<file path="src/rtl/oneshot_pkg.sv">
package oneshot_pkg;
  typedef enum logic {
    EDGE_FALL = 1'b0,
    EDGE_RISE = 1'b1
  } edge_pol_e;
endpackage

</file>
<file path="src/rtl/os_edge_sync.sv">
module os_edge_sync
  import oneshot_pkg::*;
#(
  parameter edge_pol_e POL    = EDGE_RISE,
  parameter int        STAGES = 2
) (
  input  logic clk_i,
  input  logic rst_ni,
  input  logic lvl_i,
  output logic edge_o
);
  // reset value chosen so a level held through reset is never seen as an edge
  localparam logic IdleVal = (POL == EDGE_RISE);
  localparam int   SyncIdx = STAGES - 1;

  logic [STAGES:0] sh_q;

  always_ff @(posedge clk_i or negedge rst_ni) begin
    if (!rst_ni) sh_q <= {(STAGES + 1){IdleVal}};
    else         sh_q <= {sh_q[STAGES-1:0], lvl_i};
  end

  generate
    if (POL == EDGE_RISE) begin : g_rise
      assign edge_o = sh_q[SyncIdx] & ~sh_q[STAGES];
    end else begin : g_fall
      assign edge_o = ~sh_q[SyncIdx] & sh_q[STAGES];
    end
  endgenerate

  // a level change yields a single-cycle strobe
  assert_edge_one_cycle_R1: assert property (@(posedge clk_i) disable iff (!rst_ni)
    edge_o |=> !edge_o);
endmodule

</file>
<file path="src/rtl/os_pulse_timer.sv">
module os_pulse_timer #(
  parameter int WIDTH_W = 8
) (
  input  logic               clk_i,
  input  logic               rst_ni,
  input  logic               clear_ni,
  input  logic               fire_i,
  input  logic [WIDTH_W-1:0] width_i,
  output logic               q_o
);
  localparam logic [WIDTH_W-1:0] MinLen = WIDTH_W'(1);

  logic [WIDTH_W-1:0] cnt_q, lim_q;
  logic               q_q;
  logic               done;

  assign done = (cnt_q >= lim_q);

  always_ff @(posedge clk_i or negedge rst_ni) begin
    if (!rst_ni) begin
      q_q   <= 1'b0;
      cnt_q <= '0;
      lim_q <= MinLen;
    end else if (!clear_ni) begin
      q_q   <= 1'b0;
      cnt_q <= '0;
    end else if (!q_q) begin
      if (fire_i) begin
        q_q   <= 1'b1;
        cnt_q <= MinLen;
        lim_q <= (width_i == '0) ? MinLen : width_i;
      end
    end else if (done) begin
      q_q   <= 1'b0;
      cnt_q <= '0;
    end else begin
      cnt_q <= cnt_q + MinLen;
    end
  end

  assign q_o = q_q;

  assert_clear_idle_R3: assert property (@(posedge clk_i) disable iff (!rst_ni)
    !clear_ni |=> (!q_q && cnt_q == '0));

  assert_accept_clear_high_R4: assert property (@(posedge clk_i) disable iff (!rst_ni)
    $rose(q_q) |-> $past(clear_ni));

  assert_no_retrigger_R5: assert property (@(posedge clk_i) disable iff (!rst_ni)
    (q_q && !done && clear_ni) |=> (q_q && $stable(lim_q)));

  assert_pulse_end_R6: assert property (@(posedge clk_i) disable iff (!rst_ni)
    (q_q && done) |=> !q_q);

  assert_idle_count_zero_R6: assert property (@(posedge clk_i) disable iff (!rst_ni)
    !q_q |-> (cnt_q == '0));

  assert_limit_nonzero_R7: assert property (@(posedge clk_i) disable iff (!rst_ni)
    $rose(q_q) |-> (lim_q != '0 && cnt_q == MinLen));
endmodule

</file>
<file path="src/rtl/dual_edge_oneshot.sv">
module dual_edge_oneshot
  import oneshot_pkg::*;
#(
  parameter int WIDTH_W     = 8,
  parameter int SYNC_STAGES = 2
) (
  input  logic               clk_i,
  input  logic               rst_ni,
  input  logic               clear_ni,
  input  logic               trig_fall_i,
  input  logic               trig_rise_i,
  input  logic [WIDTH_W-1:0] width_i,
  output logic               q_o,
  output logic               q_no
);
  logic fall_edge, rise_edge, fire;

  os_edge_sync #(.POL(EDGE_FALL), .STAGES(SYNC_STAGES)) u_sync_fall (
    .clk_i (clk_i),
    .rst_ni(rst_ni),
    .lvl_i (trig_fall_i),
    .edge_o(fall_edge)
  );

  os_edge_sync #(.POL(EDGE_RISE), .STAGES(SYNC_STAGES)) u_sync_rise (
    .clk_i (clk_i),
    .rst_ni(rst_ni),
    .lvl_i (trig_rise_i),
    .edge_o(rise_edge)
  );

  // coincident edges merge into one request
  assign fire = fall_edge | rise_edge;

  os_pulse_timer #(.WIDTH_W(WIDTH_W)) u_timer (
    .clk_i   (clk_i),
    .rst_ni  (rst_ni),
    .clear_ni(clear_ni),
    .fire_i  (fire),
    .width_i (width_i),
    .q_o     (q_o)
  );

  assign q_no = ~q_o;

  assert_rise_needs_edge_R9: assert property (@(posedge clk_i) disable iff (!rst_ni)
    $rose(q_o) |-> $past(fall_edge || rise_edge));
endmodule

</file>
<file path="config.mk">
export PLATFORM = sky130hd
export DESIGN_NAME = dual_edge_oneshot
export DESIGN_NICKNAME = d
export VERILOG_FILES = /design/src/rtl/oneshot_pkg.sv /design/src/rtl/os_edge_sync.sv /design/src/rtl/os_pulse_timer.sv /design/src/rtl/dual_edge_oneshot.sv
export SDC_FILE = /design/constraint.sdc
export NUM_CORES = 1
export LEC_CHECK = 0
export CAP_MARGIN = 20
export CORE_ASPECT_RATIO = 0.7
export CORE_MARGIN = 3
export CORE_UTILIZATION = 57
export DETAILED_ROUTE_END_ITERATION = 12
export PLACE_DENSITY = 0.87
export SYNTH_ARGS = -nofsm -noshare
export SYNTH_HDL_FRONTEND = slang
export SYNTH_SLANG_ARGS = --single-unit
</file>
<file path="constraint.sdc">
create_clock -name clk_i -period 3.3 [get_ports clk_i]
set_input_delay 0.495 -clock clk_i [delete_from_list [all_inputs] [get_ports clk_i]]
set_output_delay 0.495 -clock clk_i [all_outputs]
set_load 0.01 [all_outputs]
</file>
Word level (Yosys, flattened, before mapping):

Cells that the tools add are included.

* bits of input ports: 13
* logic and storage cells: 25
* register bits after elaboration: 23
* output and inout port bits: 2

* mux-type cells: 9
* eq/ne operators: 1
* bitwise gates (word level): 6
* reductions and logical operators: 2
* order comparisons: 1
* $add $sub $neg: 1

Operator list (count)
* 8-bit 2-to-1 mux: 5
* 8-bit by 1-bit adder with 8-bit output (second input constant): 1
* 8-bit >= comparator: 1
* 8-bit zero test: 1
* 1-bit 2-to-1 mux: 4
* 3-bit by 1-bit != test with 1-bit output (second input constant): 1
* 1-bit NOT: 3
* 3-bit AND reduction: 1
* 1-bit AND: 2
* 1-bit bitwise OR: 1

Longest topological paths before layout:

* depth in word-level cells: 6
* mapped depth: 8
* depth with buffers taken out: 7

Cells and area by module:

Synthesis repeated with hierarchy kept, for this count alone.

* cell total of the unflattened synthesis: 102
* area total of the unflattened synthesis: 1149.9 sq um

Modules (own cells, without submodules)
* os_pulse_timer: area an instance 958.4 sq um, instances 1, seq. area each 426.7 sq um, cells an instance 92
* os_edge_sync at u_sync_rise: area an instance 92.6 sq um, instances 1, seq. area each 78.8 sq um, cells an instance 4
* os_edge_sync at u_sync_fall: area an instance 88.8 sq um, instances 1, seq. area each 75.1 sq um, cells an instance 4
* dual_edge_oneshot: area an instance 10.0 sq um, instances 1, seq. area each 0.0 sq um, cells an instance 2

Worst setup path after synthesis:

OpenSTA, ideal clock, no wires.

* path type: register to register
* from: register u_timer.cnt_q[5]
* to: register u_timer.cnt_q[0]
* path buffers: 1
* clock period less this slack: 1691 ps
* setup time: 124 ps
* arrival time: 1567 ps
* required time: 3176 ps
* stages on the path, launching flop included: 8
* path slack: 1609 ps
* path through: dfrtp_1 ha_1 and4_1 o21ai_1 o21bai_2 buf_6 nor2_1 a211o_1

* word-level cells in the longest chain between the ends: 4

RTL lines
* start, declared: line os_pulse_timer.sv:13 `logic [WIDTH_W-1:0] cnt_q, lim_q;`
* start signal, assigned: line os_pulse_timer.sv:30 `cnt_q <= MinLen;`
* start signal, assigned: line os_pulse_timer.sv:37 `cnt_q <= cnt_q + MinLen;`
* 8-bit >= comparator: line os_pulse_timer.sv:17 `assign done = (cnt_q >= lim_q);`
* 8-bit 2-to-1 mux: line os_pulse_timer.sv:33 `end else if (done) begin`
* 8-bit 2-to-1 mux: line os_pulse_timer.sv:27 `end else if (!q_q) begin`
* 8-bit 2-to-1 mux: line os_pulse_timer.sv:24 `end else if (!clear_ni) begin`

Every way passes these cells.
A chain may end at the register's enable or synchronous reset.

Worst setup path in the final report:

* from: register u_timer.cnt_q[5]
* to: register u_timer.cnt_q[6]

* word-level cells in the longest chain between the ends: 4
* elaborated cells between the ends (all ways): 5
* those cells by class: 1 x add/sub; 1 x order compare; 3 x mux

RTL lines (line)
* 8-bit by 1-bit adder with 8-bit output / 8-bit >= comparator (equally long branches): os_pulse_timer.sv:37, os_pulse_timer.sv:17
* 8-bit 2-to-1 mux (*): os_pulse_timer.sv:33
* 8-bit 2-to-1 mux (*): os_pulse_timer.sv:27
* 8-bit 2-to-1 mux (*): os_pulse_timer.sv:24

Every way passes the cells marked *; elsewhere a longest branch is shown, timed or not.

==> flow_metrics.py <==
metrics = {
    "timing": {
        "slew_viol_final": 0,
        "final.min_clock_period_ns": 2.181,
        "rsz0062_at_grt": "no",
        "setup_viol_count_final": 0,
        "period_share": 0.6610,
        "worst_pin_slew_ns": 0.8550,
        "fin_worst_skew_ns": 0.001363,
        "max_freq_mhz": 458.4,
        "hold_viol_final": 0,
        "setup_tns_ns": 0,
        "slew-limit-headroom": 0.4279,
    },
    "global_route": {
        "grt_max_degree": 24,
        "antenna_found_initial": 0,
        "grt_pass1_vias": 809,
        "overflow": 0,
        "grt_pass1_wl_um": 3574,
        "grtUsageTotal": 0.1875,
    },
    "yosys": {
        "ys.flop_type": "dfrtp_1",
        "synth-async-reset-ratio": 1.000,
        "synth_top_area_frac": 0.4130,
        "synth_cells": 109,
        "synth_largest_area_cell": "dfrtp_1",
        "netlist_top_cells_area": "dfrtp_1, ha_1, dfstp_2",
        "seq_area_frac_synth": 0.5043,
        "synth_area_mm2": 0.001151,
        "syn_nets": 131,
        "avgSynthCellArea_um2": 10.56,
        "ys_warn_count": 0,
        "ys_types": 29,
        "synth_edf_count": 0,
        "ys_ff_latch": 23,
    },
    "clock_tree": {
        "postCtsSetupBuffers": 0,
        "htreeDepth": 1,
        "cts_buffers": 3,
        "cts_tree": "yes",
        "ctsHoldBuffers": 0,
        "clockRootBuffer": "clkbuf_4",
        "cts_resized": 0,
        "clockBufferDepth": 2,
        "cts_num_sinks": 23,
        "clock_latency_ns": 0.31,
        "path_clk_slew_ns": 0.12,
    },
    "setup_path": {
        "max_stage_delay_ns": 0.54,
        "cp_cell_sequence": "ha_1 -> and4_1 -> o21ai_1 -> o21bai_2 -> and2b_2 -> o22a_1",
        "cpMaxStageDelayCell": "o21bai_2",
        "critPathMaxFanout": 15,
        "required_ns": 3.51,
        "cpLargestDelayFamily": "compound AO/OA/AOI/OAI gates",
        "path_class": "flop to flop",
        "crit_start": "u_timer.cnt_q[5]$_DFFE_PN0P_",
        "r2r-start": "u_timer.cnt_q[5]$_DFFE_PN0P_",
        "crit_arrival_ns": 2.39,
        "cp_num_buf_inv": 0,
        "end_kind": "flop",
        "critPathLaunchType": "flop",
    },
    "flow_run": {
        "cap_violations": 0,
    },
    "finish": {
        "final_common_cell": "dfrtp_1",
        "final_nets": 149,
        "drive_above_1_share": 0.1349,
        "num-fill-cells": 121,
        "diodes": 0,
        "mostFrequentLayoutCells": "dfrtp_1, inv_1, clkdlybuf4s50_1, o21ai_0, nand2_1",
        "stdcell_area_mm2": 0.001356,
        "areaGrowthSynthToFinish_pct": 17.83,
        "postLayoutCoreUtil": 0.7787,
    },
    "route": {
        "drc": 0,
        "drtIter0Drc": 54,
        "drt-total-wl_um": 2120,
        "viasPerCell": 5.680,
        "antenna_left": 0,
        "vias": 835,
        "drt_first_pass_iters": 4,
        "post_drt_wl_per_cell_um": 14.42,
    },
    "power_and_ir_drop": {
        "leakage_nw": 0.6769,
        "switching_share": 0.2885,
        "power.total_uw": 599.0,
        "p_seq_frac": 0.559,
        "p_per_area_mw_per_mm2": 441.7,
        "peakVddDrop_mv": 0.4400,
        "combinationalPowerShare": 0.225,
        "p_int_uw": 426.2,
        "clkPwrFrac": 0.216,
        "switchingPower_uw": 172.8,
    },
    "placement": {
        "place_congestion": 0.8493,
        "hpwl_um": 1571,
        "place_area_mm2": 0.001301,
        "numPortBuffers": 14,
    },
    "die": {
        "core_area_mm2": 0.001742,
        "die-area_mm2": 0.002603,
        "die_h_um": 43.60,
        "start_util": 0.6609,
        "ios": 15,
        "core.rowCount": 12,
        "die_x_um": 59.71,
    },
    "hold_path": {
        "hold_class": "flop to flop",
        "hold_start": "u_sync_fall.sh_q[0]$_DFF_PN0_",
    },
    "outcome": {
        "status": "completed",
    },
}
[worst register-to-register path, delay by kind of cell, from the launching register on]
| kind | cells | cell delay [ns] |
|---|---|---|
| compound gates | 3 | 0.80 |
| simple gates | 2 | 0.50 |
| flops | 1 | 0.46 |
| fa+ha+maj | 1 | 0.32 |
[logic make-up after synthesis]
logic type      count (synthesis)  share of synthesized area
compound gates                 31                     0.1750
fa+ha+maj                       9                    0.09783
buf+inv                        16                    0.05978
flops                          23                     0.5044
simple gates                   30                     0.1630
[sequential cells by signal, summed over array words and instances, names as in the netlist]
signal / count
u_timer.lim_q: 8
u_sync_fall.sh_q: 3
u_sync_rise.sh_q: 3
u_timer.q_o: 1
u_timer.cnt_q: 8
[power groups by stage]
| stage | sequential (mW) | combinational, mW | clock [mW] |
|---|---|---|---|
| after floorplan | 0.336 | 0.0847 | 0 |
| after global placement | 0.338 | 0.124 | 0 |
| after detailed placement | 0.341 | 0.131 | 0 |
| after CTS | 0.335 | 0.132 | 0.138 |
| after global routing | 0.339 | 0.155 | 0.150 |
| final | 0.335 | 0.135 | 0.129 |
[worst paths after layout]
kind                                            endpoint  slack, ns  cells after the start
max                         u_timer.cnt_q[6]$_DFFE_PN0P_       1.12                      6
min                        u_sync_fall.sh_q[1]$_DFF_PN0_       0.36                      0
max reg2reg                 u_timer.cnt_q[6]$_DFFE_PN0P_       1.12                      6
min reg2reg                u_sync_fall.sh_q[1]$_DFF_PN0_       0.36                      0
max in group asynchronous  u_sync_rise.sh_q[1]$_DFF_PN1_       2.37                      2
min in group asynchronous   u_timer.lim_q[7]$_DFFE_PN0P_       0.44                      1
[per-stage QoR]
step,hold WS (ns),cells,setup slack (ns)
6_report,0.3642,147,1.119
5_1_grt,0.3715,147,1.007
4_1_cts,0.3658,146,1.125
3_5_place_dp,0.3371,142,1.138
3_3_place_gp,0.3332,142,1.254
2_1_floorplan,0.1994,109,1.609
[layer usage]
layer  vias up  wire, um  GRT usage
met1       390      1011     0.2528
li1        415         -          -
met3         4       150    0.06845
met2        26       940     0.2802
met5         -         0          0
met4         0        19    0.06195
[synth_stat cells (2+ instances only)]
master and number:
a211o_1 2, a21o_1 5, a21oi_1 2, and3_1 4, dfrtp_1 19, dfstp_2 4, ha_1 9, inv_1 14
nand2_1 10, nor2_1 4, nor3b_2 5, o21ai_0 13, o21ai_1 2
[layout make-up]
class	count	area [um2]	area share
sequential	23	580.6	0.4280
multi-input combinational	70	501.7	0.3699
timing repair buffer	15	167.7	0.1236
inverter	14	52.55	0.03875
tap	21	26.28	0.01937
clock buffer	3	22.52	0.01661
clock inverter	1	5.005	0.003690
Power figures use the tool's default switching activity.
